**config.mk**
```make
export PLATFORM = sky130hd
export DESIGN_NAME = aclink_slot_mapper
export DESIGN_NICKNAME = d
export VERILOG_FILES = /design/src/rtl/acm_pkg.sv /design/src/rtl/acm_dc_blocker.sv /design/src/rtl/acm_frame_bit.sv /design/src/rtl/acm_serializer.sv /design/src/rtl/aclink_slot_mapper.sv
export SDC_FILE = /design/constraint.sdc
export NUM_CORES = 1
export LEC_CHECK = 0
export CELL_PAD_IN_SITES_DETAIL_PLACEMENT = 1
export CELL_PAD_IN_SITES_GLOBAL_PLACEMENT = 1
export CORE_MARGIN = 4
export CORE_UTILIZATION = 25
export CTS_BUF_LIST = sky130_fd_sc_hd__clkbuf_8
export CTS_CLUSTER_DIAMETER = 80
export DETAILED_ROUTE_END_ITERATION = 12
export DONT_BUFFER_PORTS = 1
export HOLD_SLACK_MARGIN = 0.06
export PLACE_DENSITY = 0.46
export SLEW_MARGIN = 20
export SYNTH_ARGS = -nofsm -noshare
export SYNTH_HDL_FRONTEND = slang
export SYNTH_SLANG_ARGS = --single-unit
```
**constraint.sdc**
```tcl
create_clock -name clk -period 14.63 [get_ports clk]
set_clock_uncertainty 0.1 [all_clocks]
set_input_delay 1.463 -clock clk [delete_from_list [all_inputs] [get_ports clk]]
set_output_delay 1.463 -clock clk [all_outputs]
set_load 0.005 [all_outputs]
```
**src/rtl/acm_pkg.sv**
```systemverilog
// Shared frame geometry and slot-pair mapping for the capture slot mapper.
// Assumes a 16-bit tag slot followed by twelve 20-bit data slots.
package acm_pkg;
    localparam int TAG_W      = 16;
    localparam int SLOT_W     = 20;
    localparam int NUM_SLOTS  = 12;
    localparam int SLOT_IDX_W = $clog2(NUM_SLOTS + 1);
    localparam int BIT_IDX_W  = $clog2(SLOT_W);

    typedef logic [SLOT_IDX_W-1:0] slot_idx_t;

    typedef struct packed {
        slot_idx_t left_slot;
        slot_idx_t right_slot;
    } slot_pair_t;

    // Translate the 2-bit select code into the left/right data slot numbers.
    function automatic slot_pair_t map_slots(input logic [1:0] code);
        slot_pair_t p;
        case (code)
            2'b01:   begin p.left_slot = SLOT_IDX_W'(7);  p.right_slot = SLOT_IDX_W'(8);  end
            2'b10:   begin p.left_slot = SLOT_IDX_W'(6);  p.right_slot = SLOT_IDX_W'(9);  end
            2'b11:   begin p.left_slot = SLOT_IDX_W'(10); p.right_slot = SLOT_IDX_W'(11); end
            default: begin p.left_slot = SLOT_IDX_W'(3);  p.right_slot = SLOT_IDX_W'(4);  end
        endcase
        return p;
    endfunction
endpackage

```
**src/rtl/acm_dc_blocker.sv**
```systemverilog
// First-order DC-blocking filter, updated once per frame on `update`.
// filt_out is the saturated value the filter produces on this update.
// The state clears when `update` arrives while the path is disabled.
// Assumes ACC_W is wide enough to hold about 2^POLE_SHIFT full-scale steps.
module acm_dc_blocker #(
    parameter int SAMPLE_W   = 16,
    parameter int POLE_SHIFT = 10,
    parameter int ACC_W      = 32
) (
    input  logic                clk,
    input  logic                rst_n,
    input  logic                update,
    input  logic                enable,
    input  logic [SAMPLE_W-1:0] sample_in,
    output logic [SAMPLE_W-1:0] filt_out
);
    localparam logic signed [ACC_W-1:0] MAX_V = ACC_W'((64'sd1 <<< (SAMPLE_W - 1)) - 1);
    localparam logic signed [ACC_W-1:0] MIN_V = -MAX_V - 1;

    logic signed [ACC_W-1:0] x_ext, xp_q, y_q, acc;

    // Sign-extend the input and form the next filter state.
    always_comb begin
        x_ext = {{(ACC_W-SAMPLE_W){sample_in[SAMPLE_W-1]}}, sample_in};
        acc   = x_ext - xp_q + y_q - (y_q >>> POLE_SHIFT);
    end

    // Clamp the new state into the output sample range.
    always_comb begin
        if (acc > MAX_V)      filt_out = MAX_V[SAMPLE_W-1:0];
        else if (acc < MIN_V) filt_out = MIN_V[SAMPLE_W-1:0];
        else                  filt_out = acc[SAMPLE_W-1:0];
    end

    // Advance or clear the state once per frame.
    always_ff @(posedge clk) begin
        if (!rst_n) begin
            xp_q <= '0;
            y_q  <= '0;
        end else if (update) begin
            if (enable) begin
                xp_q <= x_ext;
                y_q  <= acc;
            end else begin
                xp_q <= '0;
                y_q  <= '0;
            end
        end
    end

    a_r10_state_cleared: assert property (@(posedge clk) disable iff (!rst_n)
        (update && !enable) |=> (y_q == '0 && xp_q == '0));
endmodule

```
**src/rtl/acm_frame_bit.sv**
```systemverilog
// Selects the frame bit for the current slot and bit position.
// Purely combinational. Assumes SAMPLE_W <= SLOT_W and distinct slot_a/slot_b.
module acm_frame_bit
    import acm_pkg::*;
#(
    parameter int SAMPLE_W = 16
) (
    input  slot_idx_t             slot_idx,
    input  logic [BIT_IDX_W-1:0]  bit_idx,
    input  logic [TAG_W-1:0]      tag_word,
    input  slot_idx_t             slot_a,
    input  slot_idx_t             slot_b,
    input  logic [SAMPLE_W-1:0]   data_a,
    input  logic [SAMPLE_W-1:0]   data_b,
    output logic                  frame_bit
);
    logic [TAG_W-1:0]  tag_sh;
    logic [SLOT_W-1:0] pad_a, pad_b, sh_a, sh_b;

    // Left-justify samples in their slot and shift the wanted bit to the MSB.
    always_comb begin
        tag_sh = tag_word << bit_idx;
        pad_a  = SLOT_W'(data_a) << (SLOT_W - SAMPLE_W);
        pad_b  = SLOT_W'(data_b) << (SLOT_W - SAMPLE_W);
        sh_a   = pad_a << bit_idx;
        sh_b   = pad_b << bit_idx;
    end

    // Pick the source by slot number; unused slots give zero.
    always_comb begin
        if (slot_idx == '0)          frame_bit = tag_sh[TAG_W-1];
        else if (slot_idx == slot_a) frame_bit = sh_a[SLOT_W-1];
        else if (slot_idx == slot_b) frame_bit = sh_b[SLOT_W-1];
        else                         frame_bit = 1'b0;
    end
endmodule

```
**src/rtl/acm_serializer.sv**
```systemverilog
// Finds the frame start from the sync level and walks slot/bit counters
// through one 256-bit frame. It registers the selected bit onto the line.
// Assumes sync is low on at least one clock between frame starts.
module acm_serializer
    import acm_pkg::*;
#(
    parameter int SAMPLE_W = 16
) (
    input  logic                 clk,
    input  logic                 rst_n,
    input  logic                 sync_in,
    input  logic                 frame_bit,
    output logic                 start,
    output slot_idx_t            slot_idx,
    output logic [BIT_IDX_W-1:0] bit_idx,
    output logic                 sdata_out
);
    logic      sync_d, active_q, last_bit;
    slot_idx_t slot_q;
    logic [BIT_IDX_W-1:0] bit_q;

    // Frame start and end-of-slot decode.
    always_comb begin
        start    = sync_in & ~sync_d;
        last_bit = (slot_q == '0) ? (bit_q == BIT_IDX_W'(TAG_W - 1))
                                  : (bit_q == BIT_IDX_W'(SLOT_W - 1));
    end

    assign slot_idx = slot_q;
    assign bit_idx  = bit_q;

    // Position counters and the registered serial output.
    always_ff @(posedge clk) begin
        if (!rst_n) begin
            sync_d    <= 1'b0;
            active_q  <= 1'b0;
            slot_q    <= '0;
            bit_q     <= '0;
            sdata_out <= 1'b0;
        end else begin
            sync_d    <= sync_in;
            sdata_out <= active_q & frame_bit;
            if (start) begin
                active_q <= 1'b1;
                slot_q   <= '0;
                bit_q    <= '0;
            end else if (active_q) begin
                if (last_bit) begin
                    bit_q <= '0;
                    if (slot_q == SLOT_IDX_W'(NUM_SLOTS)) active_q <= 1'b0;
                    else                                 slot_q   <= slot_q + 1'b1;
                end else begin
                    bit_q <= bit_q + 1'b1;
                end
            end
        end
    end

    a_r1_start_restart: assert property (@(posedge clk) disable iff (!rst_n)
        start |=> (active_q && slot_q == '0 && bit_q == '0));
    a_r2_spare_tags_low: assert property (@(posedge clk) disable iff (!rst_n)
        (active_q && slot_q == '0 && bit_q >= BIT_IDX_W'(TAG_W - 3)) |=> !sdata_out);
    a_r4_pad_low: assert property (@(posedge clk) disable iff (!rst_n)
        (active_q && slot_q != '0 && bit_q >= BIT_IDX_W'(SAMPLE_W)) |=> !sdata_out);
endmodule

```
**src/rtl/aclink_slot_mapper.sv**
```systemverilog
// Places left/right capture samples into a selectable slot pair of an
// AC-Link style input frame. It handles per-path power-down, copies a lone
// live channel into both slots, and can bypass the DC filter. All controls
// and samples are captured at the frame start.
module aclink_slot_mapper
    import acm_pkg::*;
#(
    parameter int SAMPLE_W   = 16,
    parameter int POLE_SHIFT = 10,
    parameter int ACC_W      = 32
) (
    input  logic                clk,
    input  logic                rst_n,
    input  logic                sync_in,
    input  logic                codec_ready,
    input  logic [1:0]          slot_sel,
    input  logic                pd_left,
    input  logic                pd_right,
    input  logic                pd_all,
    input  logic                hpf_bypass,
    input  logic [SAMPLE_W-1:0] left_sample,
    input  logic [SAMPLE_W-1:0] right_sample,
    output logic                sdata_out
);
    localparam int NCH = 2;

    logic                 start, frame_bit, any_en;
    slot_idx_t            slot_idx;
    logic [BIT_IDX_W-1:0] bit_idx;
    logic [SAMPLE_W-1:0]  raw_s [NCH];
    logic [SAMPLE_W-1:0]  filt_s[NCH];
    logic [SAMPLE_W-1:0]  out_s [NCH];
    logic                 en_s  [NCH];
    slot_pair_t           pair;
    logic [TAG_W-1:0]     tag_next, snap_tag_q;
    logic [SAMPLE_W-1:0]  data_a, data_b, snap_a_q, snap_b_q;
    slot_idx_t            snap_slot_a_q, snap_slot_b_q;

    // Per-path enables and raw inputs (index 0 = left, 1 = right).
    always_comb begin
        raw_s[0] = left_sample;
        raw_s[1] = right_sample;
        en_s[0]  = ~(pd_left  | pd_all);
        en_s[1]  = ~(pd_right | pd_all);
    end

    for (genvar ch = 0; ch < NCH; ch++) begin : g_path
        acm_dc_blocker #(
            .SAMPLE_W(SAMPLE_W), .POLE_SHIFT(POLE_SHIFT), .ACC_W(ACC_W)
        ) u_hpf (
            .clk(clk), .rst_n(rst_n), .update(start), .enable(en_s[ch]),
            .sample_in(raw_s[ch]), .filt_out(filt_s[ch])
        );
        // Choose filtered or raw data for this path.
        assign out_s[ch] = hpf_bypass ? raw_s[ch] : filt_s[ch];
    end

    // Slot routing, single-channel copy and valid tags for the next frame.
    always_comb begin
        pair   = map_slots(slot_sel);
        any_en = en_s[0] | en_s[1];
        data_a = en_s[0] ? out_s[0] : (en_s[1] ? out_s[1] : '0);
        data_b = en_s[1] ? out_s[1] : (en_s[0] ? out_s[0] : '0);
        tag_next = '0;
        tag_next[TAG_W-1] = codec_ready;
        for (int s = 1; s <= NUM_SLOTS; s++) begin
            if (any_en && (pair.left_slot == SLOT_IDX_W'(s) || pair.right_slot == SLOT_IDX_W'(s)))
                tag_next[TAG_W-1-s] = 1'b1;
        end
    end

    // Hold the frame contents steady from one frame start to the next.
    always_ff @(posedge clk) begin
        if (!rst_n) begin
            snap_tag_q    <= '0;
            snap_a_q      <= '0;
            snap_b_q      <= '0;
            snap_slot_a_q <= SLOT_IDX_W'(3);
            snap_slot_b_q <= SLOT_IDX_W'(4);
        end else if (start) begin
            snap_tag_q    <= tag_next;
            snap_a_q      <= data_a;
            snap_b_q      <= data_b;
            snap_slot_a_q <= pair.left_slot;
            snap_slot_b_q <= pair.right_slot;
        end
    end

    acm_frame_bit #(.SAMPLE_W(SAMPLE_W)) u_bit (
        .slot_idx(slot_idx), .bit_idx(bit_idx), .tag_word(snap_tag_q),
        .slot_a(snap_slot_a_q), .slot_b(snap_slot_b_q),
        .data_a(snap_a_q), .data_b(snap_b_q), .frame_bit(frame_bit)
    );

    acm_serializer #(.SAMPLE_W(SAMPLE_W)) u_ser (
        .clk(clk), .rst_n(rst_n), .sync_in(sync_in), .frame_bit(frame_bit),
        .start(start), .slot_idx(slot_idx), .bit_idx(bit_idx), .sdata_out(sdata_out)
    );

    a_r3_two_tags: assert property (@(posedge clk) disable iff (!rst_n)
        ($countones(snap_tag_q[TAG_W-2:TAG_W-1-NUM_SLOTS]) == 0 ||
         $countones(snap_tag_q[TAG_W-2:TAG_W-1-NUM_SLOTS]) == 2));
    a_r7_off_no_tags: assert property (@(posedge clk) disable iff (!rst_n)
        (start && (pd_all || (pd_left && pd_right))) |=> (snap_tag_q[TAG_W-2:0] == '0));
    a_r6_copy_left: assert property (@(posedge clk) disable iff (!rst_n)
        (start && !pd_all && !pd_left && pd_right) |=> (snap_a_q == snap_b_q));
    a_r6_copy_right: assert property (@(posedge clk) disable iff (!rst_n)
        (start && !pd_all && pd_left && !pd_right) |=> (snap_a_q == snap_b_q));
endmodule

```
After elaboration in Yosys (flattened, before gate mapping):

Index checks and enable logic that the tools add are counted.

* RAM bits: 0
* memory bits (read-only): 0
* output and inout port bits: 1
* memories kept: 0
* register bits: 193
* bits in latches: 0
* logic and storage cells: 134
* input port bits: 42

* divide/modulo/power cells: 0
* multipliers: 0
* multiplexer cells: 36
* eq/ne operators: 32
* bitwise operators: 10
* shift-type cells: 3
* add/subtract/negate cells: 8
* order comparisons: 4
* reduce and logical (&&, ||, !) cells: 27

Operator list (count)
* $mux W16: 10
* $mux W32: 4
* $add A32 B32 Y32: 2
* $gt A32 B16 Y1 const B: 2
* $lt A32 B16 Y1 const B: 2
* $sub A16 B32 Y32: 2
* $sub A32 B22 Y32: 2
* $eq A4 B4 Y1 const B: 11
* $shl A20 B5 Y20: 2
* $eq A4 B3 Y1 const B: 8
* $pmux W8 S3: 1
* $mux W1: 20
* $eq A4 B2 Y1 const B: 4
* $shl A16 B5 Y16: 1
* $logic_and A1 B1 Y1: 12
* $logic_or A1 B1 Y1: 12
* $eq A4 B1 Y1 const B: 2
* $eq A4 B4 Y1: 2
* $add A5 B1 Y5 const B: 1
* $eq A5 B4 Y1 const B: 1
* $eq A5 B5 Y1 const B: 1
* $mux W5: 1
* $not A1 Y1: 5
* $add A4 B1 Y4 const B: 1
* other kinds (7): 11

Logic depth before layout (Yosys ltp):

Gate-level depths: netlist of run 1.

* depth after elaboration: 9
* gate-level depth with buffers: 22
* mapped depth without buffers: 20

By module:

Synthesis of run 1 repeated with hierarchy kept, for this count alone.

* cell total of the unflattened synthesis: 1686
* area, all modules: 14559.0 um^2

Modules (own cells, without submodules)
* acm_dc_blocker (g_path[0].u_hpf): sequential area each 960.9 um^2, times used 1, cells each 713, area an instance 5788.1 um^2
* acm_dc_blocker (g_path[1].u_hpf): sequential area each 960.9 um^2, times used 1, cells each 644, area an instance 5360.1 um^2
* aclink_slot_mapper: sequential area each 900.9 um^2, times used 1, cells each 213, area an instance 2184.6 um^2
* acm_serializer: sequential area each 240.2 um^2, times used 1, cells each 76, area an instance 695.7 um^2
* acm_frame_bit: sequential area each 0.0 um^2, times used 1, cells each 40, area an instance 530.5 um^2

Least setup slack after synthesis of run 1:

OpenSTA, ideal clock, no wires.

* kind: in2reg
* from: input left_sample[15]
* to: register snap_a_q[0]
* stages on the path: 18
* data arrival time: 6134 ps
* required time: 14456 ps
* path slack: 8322 ps
* buffers on the path: 2
* setup time: 74 ps
* cell sequence: inv_1 fa_1 fa_1 inv_1 ha_1 clkbuf_1 nand2_1 nor4_1 o21ai_2 and3_1 or3_1 nor3_1 nand3b_1 o41ai_4 buf_6 a21oi_2 a211o_1 a31oi_1

* longest elaborated chain between the ends: 8
* elaborated cells between the ends (all ways): 9
* classes of those cells: add/sub: 3; order compare: 2; mux: 4

Ends and longest elaborated chain
* from (decl): RTL line aclink_slot_mapper.sv:21 `input logic [SAMPLE_W-1:0] left_sample,`
* $sub A16 B32 Y32 *: RTL line acm_dc_blocker.sv:25 `acc = x_ext - xp_q + y_q - (y_q >>> POLE_SHIFT);`
* $add A32 B32 Y32 *: RTL line acm_dc_blocker.sv:25
* $sub A32 B22 Y32 *: RTL line acm_dc_blocker.sv:25
* $lt A32 B16 Y1: RTL line acm_dc_blocker.sv:31 `else if (acc < MIN_V) filt_out = MIN_V[SAMPLE_W-1:0];`
* $mux W16: RTL line acm_dc_blocker.sv:31
* $mux W16 *: RTL line acm_dc_blocker.sv:30 `if (acc > MAX_V) filt_out = MAX_V[SAMPLE_W-1:0];`
* $mux W16 *: RTL line aclink_slot_mapper.sv:55 `assign out_s[ch] = hpf_bypass ? raw_s[ch] : filt_s[ch];`
* $mux W16 *: RTL line aclink_slot_mapper.sv:62 `data_a = en_s[0] ? out_s[0] : (en_s[1] ? out_s[1] : '0);`
* to (signal assigned): RTL line aclink_slot_mapper.sv:82 `snap_a_q <= data_a;`
* to (decl): RTL line aclink_slot_mapper.sv:36 `logic [SAMPLE_W-1:0] data_a, data_b, snap_a_q, snap_b_q;`

Mark *: on every way between the ends. The rest lies on a longest branch, timed or not.
A chain may end at the register's enable or synchronous reset.

Worst setup path after layout of run 1:

* from: input left_sample[15]
* to: register snap_b_q[14]

* longest elaborated chain between the ends: 9
* elaborated cells between the ends (all ways): 10
* classes of those cells: add/sub: 3; order compare: 2; mux: 5

Ends and longest elaborated chain
* $sub A16 B32 Y32 *: RTL line acm_dc_blocker.sv:25
* $add A32 B32 Y32 *: RTL line acm_dc_blocker.sv:25
* $sub A32 B22 Y32 *: RTL line acm_dc_blocker.sv:25
* $lt A32 B16 Y1: RTL line acm_dc_blocker.sv:31
* $mux W16: RTL line acm_dc_blocker.sv:31
* $mux W16 *: RTL line acm_dc_blocker.sv:30
* $mux W16 *: RTL line aclink_slot_mapper.sv:55
* $mux W16 * (2 in a row): RTL line aclink_slot_mapper.sv:63 `data_b = en_s[1] ? out_s[1] : (en_s[0] ? out_s[0] : '0);`
* to (signal assigned): RTL line aclink_slot_mapper.sv:83 `snap_b_q <= data_b;`
* to (decl): RTL line aclink_slot_mapper.sv:36

Marks and branches as above.

==> results.md, run 1 <==
* Ys async rst share at 0%
* Clk root buf: clkbuf_8
* Synth area leaders: dfxtp_1, fa_1, inv_1, ha_1, o21ai_0
* Worst-Margin Slew at 0.997 ns
* Grt ovf at 0
* Total wire length at 46.0 mm
* Final worst slack at between 7 and 8 ns
* 1st-pass router iterations at 4
* Worst-path maximum fanout at 15
* Syn Inst Count at around 1,600
* Cell count after placement at between 2,000 and 2,500
* DR iter-0 viols at roughly 520
* Net Sw Frac at a little over half
* Post-synthesis sequential area ratio at a little under a quarter
* Nets at 1,761
* Library cells used by synthesis at 78
* Post-Syn Area at around 13,000 um^2
* Post-route insts no fill at about 2,200
* Area leader, netlist: dfxtp_1
* Synthesis-stage register bit count at ~150
* PD cells at 173 nW/um^2
* Sum Neg Setup Slack at 0 ns
* Switch Pwr at 0.00129 W
* Path category of the worst min-delay check: register to register
* Reg2Reg Depth at 16
* Clk pwr share at between 10% and 20%
* First element of the critical path: left_sample[15]
* First-pass GRT wire length at ~71 mm
* Vias per inst at 4.90
* Synth cell count leaders: inv_1, nand2_1, dfxtp_1, o21ai_0, fa_1
* Number of synthesized flops with an enable pin at 0
* P&R area growth vs syn at 7.78%
* Via count at 10,900
* Max IR drop VDD at roughly 0.000068 V
* FF/Latch Area at slightly above 3000 um^2
* Row count at slightly above 80
* Crit path capture: snap_b_q[14]
* Final Power at 0.00246 W
* WP data required at roughly 15 ns
* Antenna Violating Nets Remaining at 0
* Port Buf Inserts at 0
* Reg power frac at 19.2%
* Worst flop-to-flop path endpoint: snap_b_q[14]
* Drt drc at 0
* Num CTS Buffers at 17
* Pins over their slew limit at 0
* Final min period at roughly 7 ns
* Arrival time at the worst endpoint at 7.27 ns
* # hold bufs at CTS at 0
* Final Core Density at 27.4%
* Gate power share at between 60% and 70%
* Pre-CTS setup slack at a little over 7 ns
* RD Place Congestion at 0.807
* Top_reg_cell synth: dfxtp_1
* Largest net degree at the start of global routing at 66
* Fin. Hold Viols at 0
* Max_slew headroom at between 30% and 40%
* Setup repair bufs after CTS at 0
* Core area at about 52,000 um^2
* Maxcap violations at 0
* Area of the die at approximately 57,000 um^2
* Fillers at 6,114
* Worst Setup Start Kind: input pin
* Final HPWL DP at about 37 mm
* H-Tree Depth at 4
* P_leak at 5.98 nW
* # setup viols final at 0
* Chip width at 238 um
* Avg Inst Size Synth at roughly 8.3 um^2
* RSZ-0062 raised after global routing: false
* DR WL/cell at slightly above 20 um
* Antenna cells at 0
* Ys Warns at 0
* Worst r2r src: g_path[0].u_hpf.xp_q[30]
* Count leader, synth: inv_1
* Internal Power at roughly 0.0012 W
* CTS sink cnt at roughly 150
* Vias in the first global route at between 10,000 and 15,000
* CTS tree: built
* Top-area cell type share of the netlist area at 23.2%
* Resized cells post-CTS at 0
* Multi-input logic area at 8900 um^2
* Die H at around 240 um
* Outcome: finished clean
* Clk pin slew, worst setup/hold paths at roughly 0.1 ns
* Ports at 43
* Flop-to-flop setup slack at 8.43 ns
* Total global routing track utilization at 16.2%
* Crit. End Element: register
* Clk buf depth at 2
* Synth Net Count at 1,811
* Initial Util at between 20% and 30%
* Fin crit share at between 40% and 50%
* Initial antenna violation count at 0
* Fmax at about 0.14 GHz
* Clk_lat worst skew at 0.48 ns
* Layout cells sized above 1 at under 10%
* Kind of critical path: input pin to register
## worst min path at each step
stage,start,endpoint,slack [ns],depth (start not counted)
floorplan,snap_tag_q[5],snap_tag_q[5],0.32,2
global placement,g_path[0].u_hpf.xp_q[1],g_path[0].u_hpf.xp_q[1],0.35,2
detailed placement,g_path[0].u_hpf.xp_q[1],g_path[0].u_hpf.xp_q[1],0.36,2
CTS,snap_tag_q[5],snap_tag_q[5],0.38,2
global route,snap_slot_b_q[2],snap_slot_b_q[2],0.40,1
finish,snap_tag_q[5],snap_tag_q[5],0.37,2
## per-stage QoR
step,cell area (um^2),hold slack [ns]
floorplan,13200,0.323
finish,14200,0.367
detailed placement,13800,0.360
CTS,14200,0.377
global placement,13800,0.350
global route,14200,0.404
## registers in the layout (all words and copies together), names as in the netlist
name and count:
u_ser.slot_idx 4, u_ser.sdata_out 1, snap_slot_b_q 4, snap_slot_a_q 2, u_ser.active_q 1, u_ser.bit_idx 5
g_path.u_hpf.xp_q 32, u_ser.sync_d 1, snap_tag_q 7, snap_b_q 16, snap_a_q 16, g_path.u_hpf.y_q 64
## layout by cell type (no fill, tap or decap), types with 8 or more instances in the layout
cell	count
a31oi_1	12
or2_2	8
nor2_1	58
o21ai_1	10
a211oi_1	10
mux4_2	11
and2_1	13
nand3_1	20
a21o_1	28
xor2_1	30
nand4_1	17
a21oi_2	9
ha_1	75
a221o_1	13
o21a_1	30
a21oi_1	79
buf_4	9
and3_1	24
fa_1	108
nor3_1	28
clkbuf_8	19
dfxtp_1	153
inv_1	254
o211ai_1	9
nand2b_1	12
o21ai_0	123
nand2_1	161
o31a_1	15
xnor2_1	35
nor2b_1	9
o22ai_1	33
## power groups by stage
stage          Sequential [W]  Clock [W]  Combinational [W]
6_report             0.000474   0.000338            0.00165
5_1_grt              0.000478   0.000365            0.00184
4_1_cts              0.000474   0.000350            0.00168
3_5_place_dp         0.000484          0            0.00167
3_3_place_gp         0.000484          0            0.00167
2_1_floorplan        0.000471          0            0.00117
## area by class of cell
class / count / area share, %
timing repair buffer: 9 / 0.475
sequential: 153 / 21.5
inverter: 253 / 6.68
multi-input combinational: 1102 / 62.6
tap: 680 / 5.98
clock inverter: 11 / 0.871
clock buffer: 19 / 1.84
## metal layers
layer | part of all wire [%] | vias up | global-route usage [%]
met5 | 0 | - | 0
met4 | 1.1 | 0 | 2.57
met3 | 2.3 | 24 | 2.20
met2 | 49 | 106 | 28.0
met1 | 48 | 5517 | 21.9
li1 | - | 5270 | -
## worst max-delay path, stage by stage
cell and delay (ns):
inv_1 0.38, fa_1 0.78, fa_1 0.63, inv_1 0.05, ha_1 0.45, nand2_1 0.19, nor4_1 0.54, o21ai_2 0.23
nand3b_1 0.16, xor2_1 0.37, nand3_1 0.19, or4b_4 0.57, o41ai_4 0.29, buf_4 0.33, a21oi_1 0.14, a211oi_1 0.32
a221o_1 0.18
## kinds of logic after synthesis
kind of cell / share of synthesized area, %
compound gates: 22.4
xor+xnor: 4.31
fa+ha+maj: 23.5
buf+inv: 9.62
flops: 23.2
mux: 2.41
simple gates: 14.6
Note: power is estimated with default switching activity, not from simulation.
==> inputs of run 2 (changes only) <==
--- a/config.mk
+++ b/config.mk
@@ -14,7 +14,7 @@
 export DETAILED_ROUTE_END_ITERATION = 12
 export DONT_BUFFER_PORTS = 1
 export HOLD_SLACK_MARGIN = 0.06
-export PLACE_DENSITY = 0.46
+export PLACE_DENSITY = 0.47
 export SLEW_MARGIN = 20
 export SYNTH_ARGS = -nofsm -noshare
 export SYNTH_HDL_FRONTEND = slang
==> constraint.sdc (replaced) <==
create_clock -name clk -period 5.65 [get_ports clk]
set_clock_uncertainty 0.1 [all_clocks]
set_input_delay 0.565 -clock clk [delete_from_list [all_inputs] [get_ports clk]]
set_output_delay 0.565 -clock clk [all_outputs]
set_load 0.005 [all_outputs]
==> results.md, run 2 (synthesized netlist as in run 1, its figures left out) <==
* Sum Neg Setup Slack at 0 ns (unchanged)
* DR WL/cell at 19.8 um (was 20.7 um)
* Final min period at 5.39 ns
* Met3 WL at 1.11 mm (was 1.05 mm)
* Routed length on met1 at 21.4 mm (was 21.9 mm)
* # setup viols final at 0 (unchanged)
* Clk buf depth at 2 (unchanged)
* Internal Power at 0.00335 W (was 0.00118 W)
* Via count at 11,100 (was 10,900)
* Initial antenna violation count at 0 (unchanged)
* Die H at 238 um (unchanged)
* Switch Pwr at 0.00345 W (was 0.00129 W)
* RD Place Congestion at 0.825 (was 0.807)
* Clk_lat worst skew at 0.49 ns (was 0.48 ns)
* P_leak at 6.35 nW (was 5.98 nW)
* Drt drc at 0 (unchanged)
* Largest net degree at the start of global routing at 66 (unchanged)
* Outcome: finished clean (unchanged)
* H-Tree Depth at 4 (unchanged)
* Met2 routed WL at 22.6 mm (was 22.5 mm)
* CTS tree: built (unchanged)
* CTS sink cnt at 153 (unchanged)
* First-pass GRT wire length at 71.7 mm (was 71.5 mm)
* Design area at 14,900 um^2 (was 14,200 um^2)
* Worst-Margin Slew at 1.06 ns (was 0.997 ns)
* Chip width at 238 um (unchanged)
* Most frequent cells in the layout: inv_1, nand2_1, dfxtp_1 (unchanged)
* Crit. End Element: register (unchanged)
* Row count at 83 (unchanged)
* DR iter-0 viols at 418 (was 519)
* Worst hold slack at 0.114 ns (was 0.367 ns)
* Path category of the worst min-delay check: input pin to register (was register to register)
* Top reg by flops: g_path.u_hpf.y_q (unchanged)
* Cell count after placement at 2,268 (was 2,197)
* Num CTS Buffers at 17 (unchanged)
* Nets at 1,833 (was 1,761)
* 1st-pass router iterations at 5 (was 4)
* Pins over their slew limit at 0 (unchanged)
* Core area at 51,800 um^2 (unchanged)
* Worst-path maximum fanout at 15 (unchanged)
* Fmax at approximately 0.19 GHz
* Max IR drop VDD at 0.000117 V (was 0.0000685 V)
* WP data required at 5.93 ns (was 14.93 ns)
* Max reg flops at 64 (unchanged)
* Top flop regs: g_path.u_hpf.y_q: 64 flops, g_path.u_hpf.xp_q: 32 flops (unchanged)
* Ports at 43 (unchanged)
* Grt ovf at 0 (unchanged)
* Net Sw Frac at 50.8% (was 52.3%)
* Clk root buf: clkbuf_8 (unchanged)
* Final HPWL DP at 37.0 mm (was 36.6 mm)
* Post-route insts no fill at 2,301 (was 2,227)
* Dpl cell area at 14,400 um^2 (was 13,800 um^2)
* Gate power share at 69.7% (was 67.0%)
* P&R area growth vs syn at 12.7% (was 7.78%)
* Commonest non-fill, non-tap cell in the layout: inv_1 (unchanged)
* Reg power frac at 18.1% (was 19.2%)
* Area of the die at 56,500 um^2 (unchanged)
* Arrival time at the worst endpoint at 5.67 ns (was 7.27 ns)
* Setup repair bufs after CTS at 0 (unchanged)
* Clk pwr share at 12.2% (was 13.7%)
* Total wire length at 45.6 mm (was 46.0 mm)
* Vias per inst at 4.84 (was 4.90)
* Uppermost routed layer: met4 (unchanged)
* Worst Setup Start Kind: register (was input pin)
* Fin crit share at approximately 95%
* Maxcap violations at 0 (unchanged)
* Max_slew headroom at 28.9% (was 33.4%)
* Layout cells sized above 1 at 11.0% (was 6.08%)
* Total global routing track utilization at 16.2% (about the same)
* Antenna cells at 0 (unchanged)
* Vias in the first global route at 12,000 (was 11,700)
* Clk pin slew, worst setup/hold paths at 0.10 ns (about the same)
* Kind of critical path: register to register (was input pin to register)
* Port Buf Inserts at 0 (unchanged)
* Fillers at 6,131 (was 6,114)
* Antenna Violating Nets Remaining at 0 (unchanged)
* PD cells at 458 nW/um^2 (was 173 nW/um^2)
* Fin. Hold Viols at 0 (unchanged)
* Initial Util at 25.5% (unchanged)
[run 2: changes by cell type in the layout (fill, tap and decap cells not counted), sizes merged]
cell         previous run  this run
buf                     9        80
clkinv                  2         6
bufinv                  2         0
inv                   255       257
clkbuf                 19        18
clkinvlp                5         4
dlygate4sd3             0         1
[run 2: layout make-up]
| type | count | area, um^2 | area share (%) |
|---|---|---|---|
| tap | 680 | 851 | 5.72 |
| multi-input combinational | 1102 | 8970 | 60.4 |
| sequential | 153 | 3060 | 20.6 |
| clock inverter | 14 | 119 | 0.800 |
| inverter | 253 | 950 | 6.39 |
| clock buffer | 18 | 248 | 1.67 |
| timing repair buffer | 81 | 661 | 4.44 |
[run 2: path summary, 6_finish.rpt]
| kind | from | endpoint | slack, ns | cells past startpoint |
|---|---|---|---|---|
| setup / recovery | g_path[0].u_hpf.y_q[10] | snap_b_q[14] | 0.26 | 21 |
| setup reg to reg | g_path[0].u_hpf.y_q[10] | snap_b_q[14] | 0.26 | 21 |
| hold / removal | sync_in | u_ser.sync_d | 0.11 | 1 |
| hold reg to reg | snap_tag_q[5] | snap_tag_q[5] | 0.36 | 2 |
[run 2: power groups by stage]
| stage | logic (W) | registers (W) | clock network [W] |
|---|---|---|---|
| after floorplan | 0.00304 | 0.00122 | 0 |
| after global placement | 0.00468 | 0.00125 | 0 |
| after detailed placement | 0.00473 | 0.00125 | 0 |
| after CTS | 0.00475 | 0.00123 | 0.000860 |
| after global routing | 0.00530 | 0.00124 | 0.000902 |
| final | 0.00474 | 0.00123 | 0.000831 |
[run 2: metal layers]
layer | up-vias | global-route usage (%)
li1 | 5431 | -
met1 | 5574 | 21.4
met2 | 103 | 28.4
met3 | 28 | 2.26
met4 | 0 | 2.92
met5 | - | 0
[run 2: metrics by stage]
stage               setup slack, ns  util [%]  total power (W)
floorplan                     0.240         -          0.00426
global placement            -0.0583      27.8          0.00594
detailed placement           -0.139      27.8          0.00598
CTS                          0.0395      28.5          0.00684
global route                -0.0105      28.7          0.00744
finish                        0.261      28.7          0.00680
[run 2: what timing repair did]
item | in CTS | in global routing
endpoints found under the setup margin | 0 | 30
endpoints found under the hold margin | 1 | 0
hold buffers | 1 | 0
gates resized for setup | 0 | 18
[run 2: critical path, cell delays in order, from the launching register on]
cell and delay, ns:
dfxtp_1 0.32, inv_1 0.12, fa_1 0.53, inv_1 0.05, fa_1 0.48, inv_1 0.05
ha_1 0.19, inv_1 0.07, fa_1 0.20, nor2b_1 0.08, o31a_1 0.29, o311a_1 0.40
o21ai_4 0.22, nand3b_1 0.12, xor2_1 0.19, or4b_1 0.57, nor4_4 0.31, a41oi_2 0.19
buf_12 0.21, a21oi_1 0.17, a211oi_2 0.08, a221o_1 0.34
==> inputs of run 3 (changes only) <==
--- a/config.mk
+++ b/config.mk
@@ -5,6 +5,7 @@
 export SDC_FILE = /design/constraint.sdc
 export NUM_CORES = 1
 export LEC_CHECK = 0
+export BUFFER_PORTS_ARGS = -buffer_cell sky130_fd_sc_hd__buf_2
 export CELL_PAD_IN_SITES_DETAIL_PLACEMENT = 1
 export CELL_PAD_IN_SITES_GLOBAL_PLACEMENT = 1
 export CORE_MARGIN = 4
@@ -12,9 +13,8 @@
 export CTS_BUF_LIST = sky130_fd_sc_hd__clkbuf_8
 export CTS_CLUSTER_DIAMETER = 80
 export DETAILED_ROUTE_END_ITERATION = 12
-export DONT_BUFFER_PORTS = 1
 export HOLD_SLACK_MARGIN = 0.06
-export PLACE_DENSITY = 0.47
+export PLACE_DENSITY = 0.48
 export SLEW_MARGIN = 20
 export SYNTH_ARGS = -nofsm -noshare
 export SYNTH_HDL_FRONTEND = slang
==> results.md, run 3 (synthesized netlist as in run 1, its figures left out) <==
* Outcome: finished clean (unchanged)
* # setup viols final at 0 (unchanged)
* DR iter-0 viols at 471 (was 418)
* Clk pin slew, worst setup/hold paths at 0.10 ns (about the same)
* Via count at 11,600 (was 11,100)
* Worst r2r src: g_path[0].u_hpf.y_q[10] (unchanged)
* Dpl cell area at 15,100 um^2 (was 14,400 um^2)
* Pre-CTS setup slack at -0.191 ns (was -0.139 ns)
* RSZ-0062 raised after global routing: false
* Worst Setup Start Kind: register (unchanged)
* CTS sink cnt at 153 (unchanged)
* Nets at 1,938 (was 1,833)
* Crit. End Element: register (unchanged)
* Top reg by flops: g_path.u_hpf.y_q (unchanged)
* First-pass GRT wire length at 72.0 mm (was 71.7 mm)
* First element of the critical path: g_path[0].u_hpf.y_q[10] (unchanged)
* Worst-Margin Slew at 1.04 ns (was 1.06 ns)
* Max reg flops at 64 (unchanged)
* Clk root buf: clkbuf_8 (unchanged)
* P_leak at 6.86 nW (was 6.35 nW)
* Critical Path, Cell by Cell: inv_1 -> fa_1 -> inv_1 -> fa_1 -> inv_1 -> ha_1 -> inv_1 -> fa_1 -> nor2b_1 -> o31a_1 -> o311a_1 -> o21ai_4 -> buf_4 -> nor2_1 -> or3_1 -> nor3_1 -> nand3b_1 -> o41ai_4 -> buf_12 -> a21oi_1 -> a211oi_1 -> a221o_1 (was inv_1 -> fa_1 -> inv_1 -> fa_1 -> inv_1 -> ha_1 -> inv_1 -> fa_1 -> nor2b_1 -> o31a_1 -> o311a_1 -> o21ai_4 -> nand3b_1 -> xor2_1 -> or4b_1 -> nor4_4 -> a41oi_2 -> buf_12 -> a21oi_1 -> a211oi_2 -> a221o_1)
* Drt drc at 0 (unchanged)
* Clk_lat worst skew at 0.48 ns (was 0.49 ns)
* Antenna Violating Nets Remaining at 0 (unchanged)
* Pins over their slew limit at 0 (unchanged)
* Vias in the first global route at 12,300 (was 12,000)
* Final HPWL DP at 37.2 mm (was 37.0 mm)
* 1st-pass router iterations at 4 (was 5)
* Post-route insts no fill at 2,405 (was 2,301)
* Arrival time at the worst endpoint at 5.70 ns (was 5.67 ns)
* Num CTS Buffers at 17 (unchanged)
* Total global routing track utilization at 16.1% (was 16.2%)
* Design area at 15,500 um^2 (was 14,900 um^2)
* Clk buf depth at 2 (unchanged)
* RD Place Congestion at 0.826 (was 0.825)
* Fin crit share at 95.3% (was 95.4%)
* Path category of the worst min-delay check: input pin to register (unchanged)
* CP max stage cell: fa_1 (was or4b_1)
* DR WL/cell at 18.8 um (was 19.8 um)
* Ports at 43 (unchanged)
* Initial antenna violation count at 1 (was 0)
* Vias per inst at 4.81 (was 4.84)
* Most frequent cells in the layout: inv_1, nand2_1, dfxtp_1 (unchanged)
* Layout cells sized above 1 at 16.1% (was 11.0%)
* H-Tree Depth at 4 (unchanged)
* Chip width at 238 um (unchanged)
* Initial Util at 25.5% (unchanged)
* Setup repair bufs after CTS at 0 (unchanged)
* Final min period at 5.38 ns (was 5.39 ns)
* Hold_sp: sync_in (unchanged)
* Fmax at 0.186 GHz (about the same)
* Grt ovf at 0 (unchanged)
* Max IR drop VDD at 0.000142 V (was 0.000117 V)
* Row count at 83 (unchanged)
* Worst-path maximum fanout at 15 (unchanged)
* Slowest stage delay, CP at 0.53 ns (was 0.57 ns)
* Worst path most repeated cell: inv_1 (unchanged)
* Core area at 51,800 um^2 (unchanged)
* WP data required at 5.97 ns (was 5.93 ns)
* Largest net degree at the start of global routing at 66 (unchanged)
* Kind of critical path: register to register (unchanged)
* P&R area growth vs syn at 17.8% (was 12.7%)
* PD cells at 457 nW/um^2 (was 458 nW/um^2)
* Max_slew headroom at 30.3% (was 28.9%)
* Port Buf Inserts at 42 (was 0)
* Cell count after placement at 2,374 (was 2,268)
* Final worst slack at 0.268 ns (was 0.261 ns)
* # hold bufs at CTS at 0 (was 1)
* CTS tree: built (unchanged)
* Maxcap violations at 0 (unchanged)
* Area of the die at 56,500 um^2 (unchanged)
* Top flop regs: g_path.u_hpf.y_q: 64 flops, g_path.u_hpf.xp_q: 32 flops (unchanged)
* Die H at 238 um (unchanged)
* Commonest non-fill, non-tap cell in the layout: inv_1 (unchanged)
* Antenna cells at 0 (unchanged)
* Final Power at 0.00710 W (was 0.00680 W)
* Fin. Hold Viols at 0 (unchanged)
* Total wire length at 45.2 mm (was 45.6 mm)
==> run 3: changes by cell type in the layout (fill, tap and decap cells not counted), moves of 2 or more <==
cell / before / now
o21ai_1: 8 / 10
clkinv_4: 5 / 0
buf_4: 76 / 140
clkinvlp_4: 4 / 1
clkinv_2: 1 / 5
bufinv_16: 0 / 3
inv_8: 2 / 0
buf_2: 0 / 42
inv_1: 253 / 256
inv_6: 2 / 0
==> run 3: worst max-delay path: cells and delay by family (launching register included) <==
family	cells	cell delay (ns)
AOI/OAI and AO/OA	7	1.89
adders and majority gates	4	1.39
and+or+nand+nor	5	0.95
buffers and inverters	6	0.63
DFF	1	0.32
==> run 3: path summary, 6_finish.rpt <==
kind / to / slack, ns / cells after the start
worst max-delay path: snap_b_q[4] / 0.27 / 22
worst min-delay path: u_ser.sync_d / 0.23 / 2
worst max register to register: snap_b_q[4] / 0.27 / 22
worst min register to register: snap_tag_q[5] / 0.36 / 2
==> run 3: what timing repair did <==
action                     in CTS  in global routing
setup endpoints to repair       0                 30
hold endpoints to repair        0                  0
gates resized for setup         0                 14
==> run 3: power breakdown <==
part           switching, W  total [W]  internal (W)
Combinational       0.00290    0.00498       0.00208
Clock              0.000444   0.000893      0.000449
Sequential        0.0000679    0.00123       0.00116
Total               0.00341    0.00710       0.00369
==> run 3: per-stage QoR <==
step / TNS [ns] / hold WS (ns) / util (%)
2_1_floorplan: 0 / 0.323 / -
3_3_place_gp: -2.65 / 0.340 / 29.1
3_5_place_dp: -3.03 / 0.344 / 29.1
4_1_cts: 0 / 0.195 / 29.9
5_1_grt: 0 / 0.232 / 30.0
6_report: 0 / 0.227 / 30.0
==> run 3: final cells by class <==
cell class                 instances  area [um^2]
clock inverter                    12          134
fill                            6134        36300
clock buffer                      19          262
inverter                         253          950
tap                              680          851
multi-input combinational       1102         8940
sequential                       153         3060
timing repair buffer             186         1340
==> run 3: layer usage <==
layer,up-vias,track usage (%),share of wire [%]
li1,5646,-,-
met1,5821,21.4,47
met2,74,28.7,51
met3,28,1.64,1.5
met4,2,2.76,0.96
met5,-,0,0.015
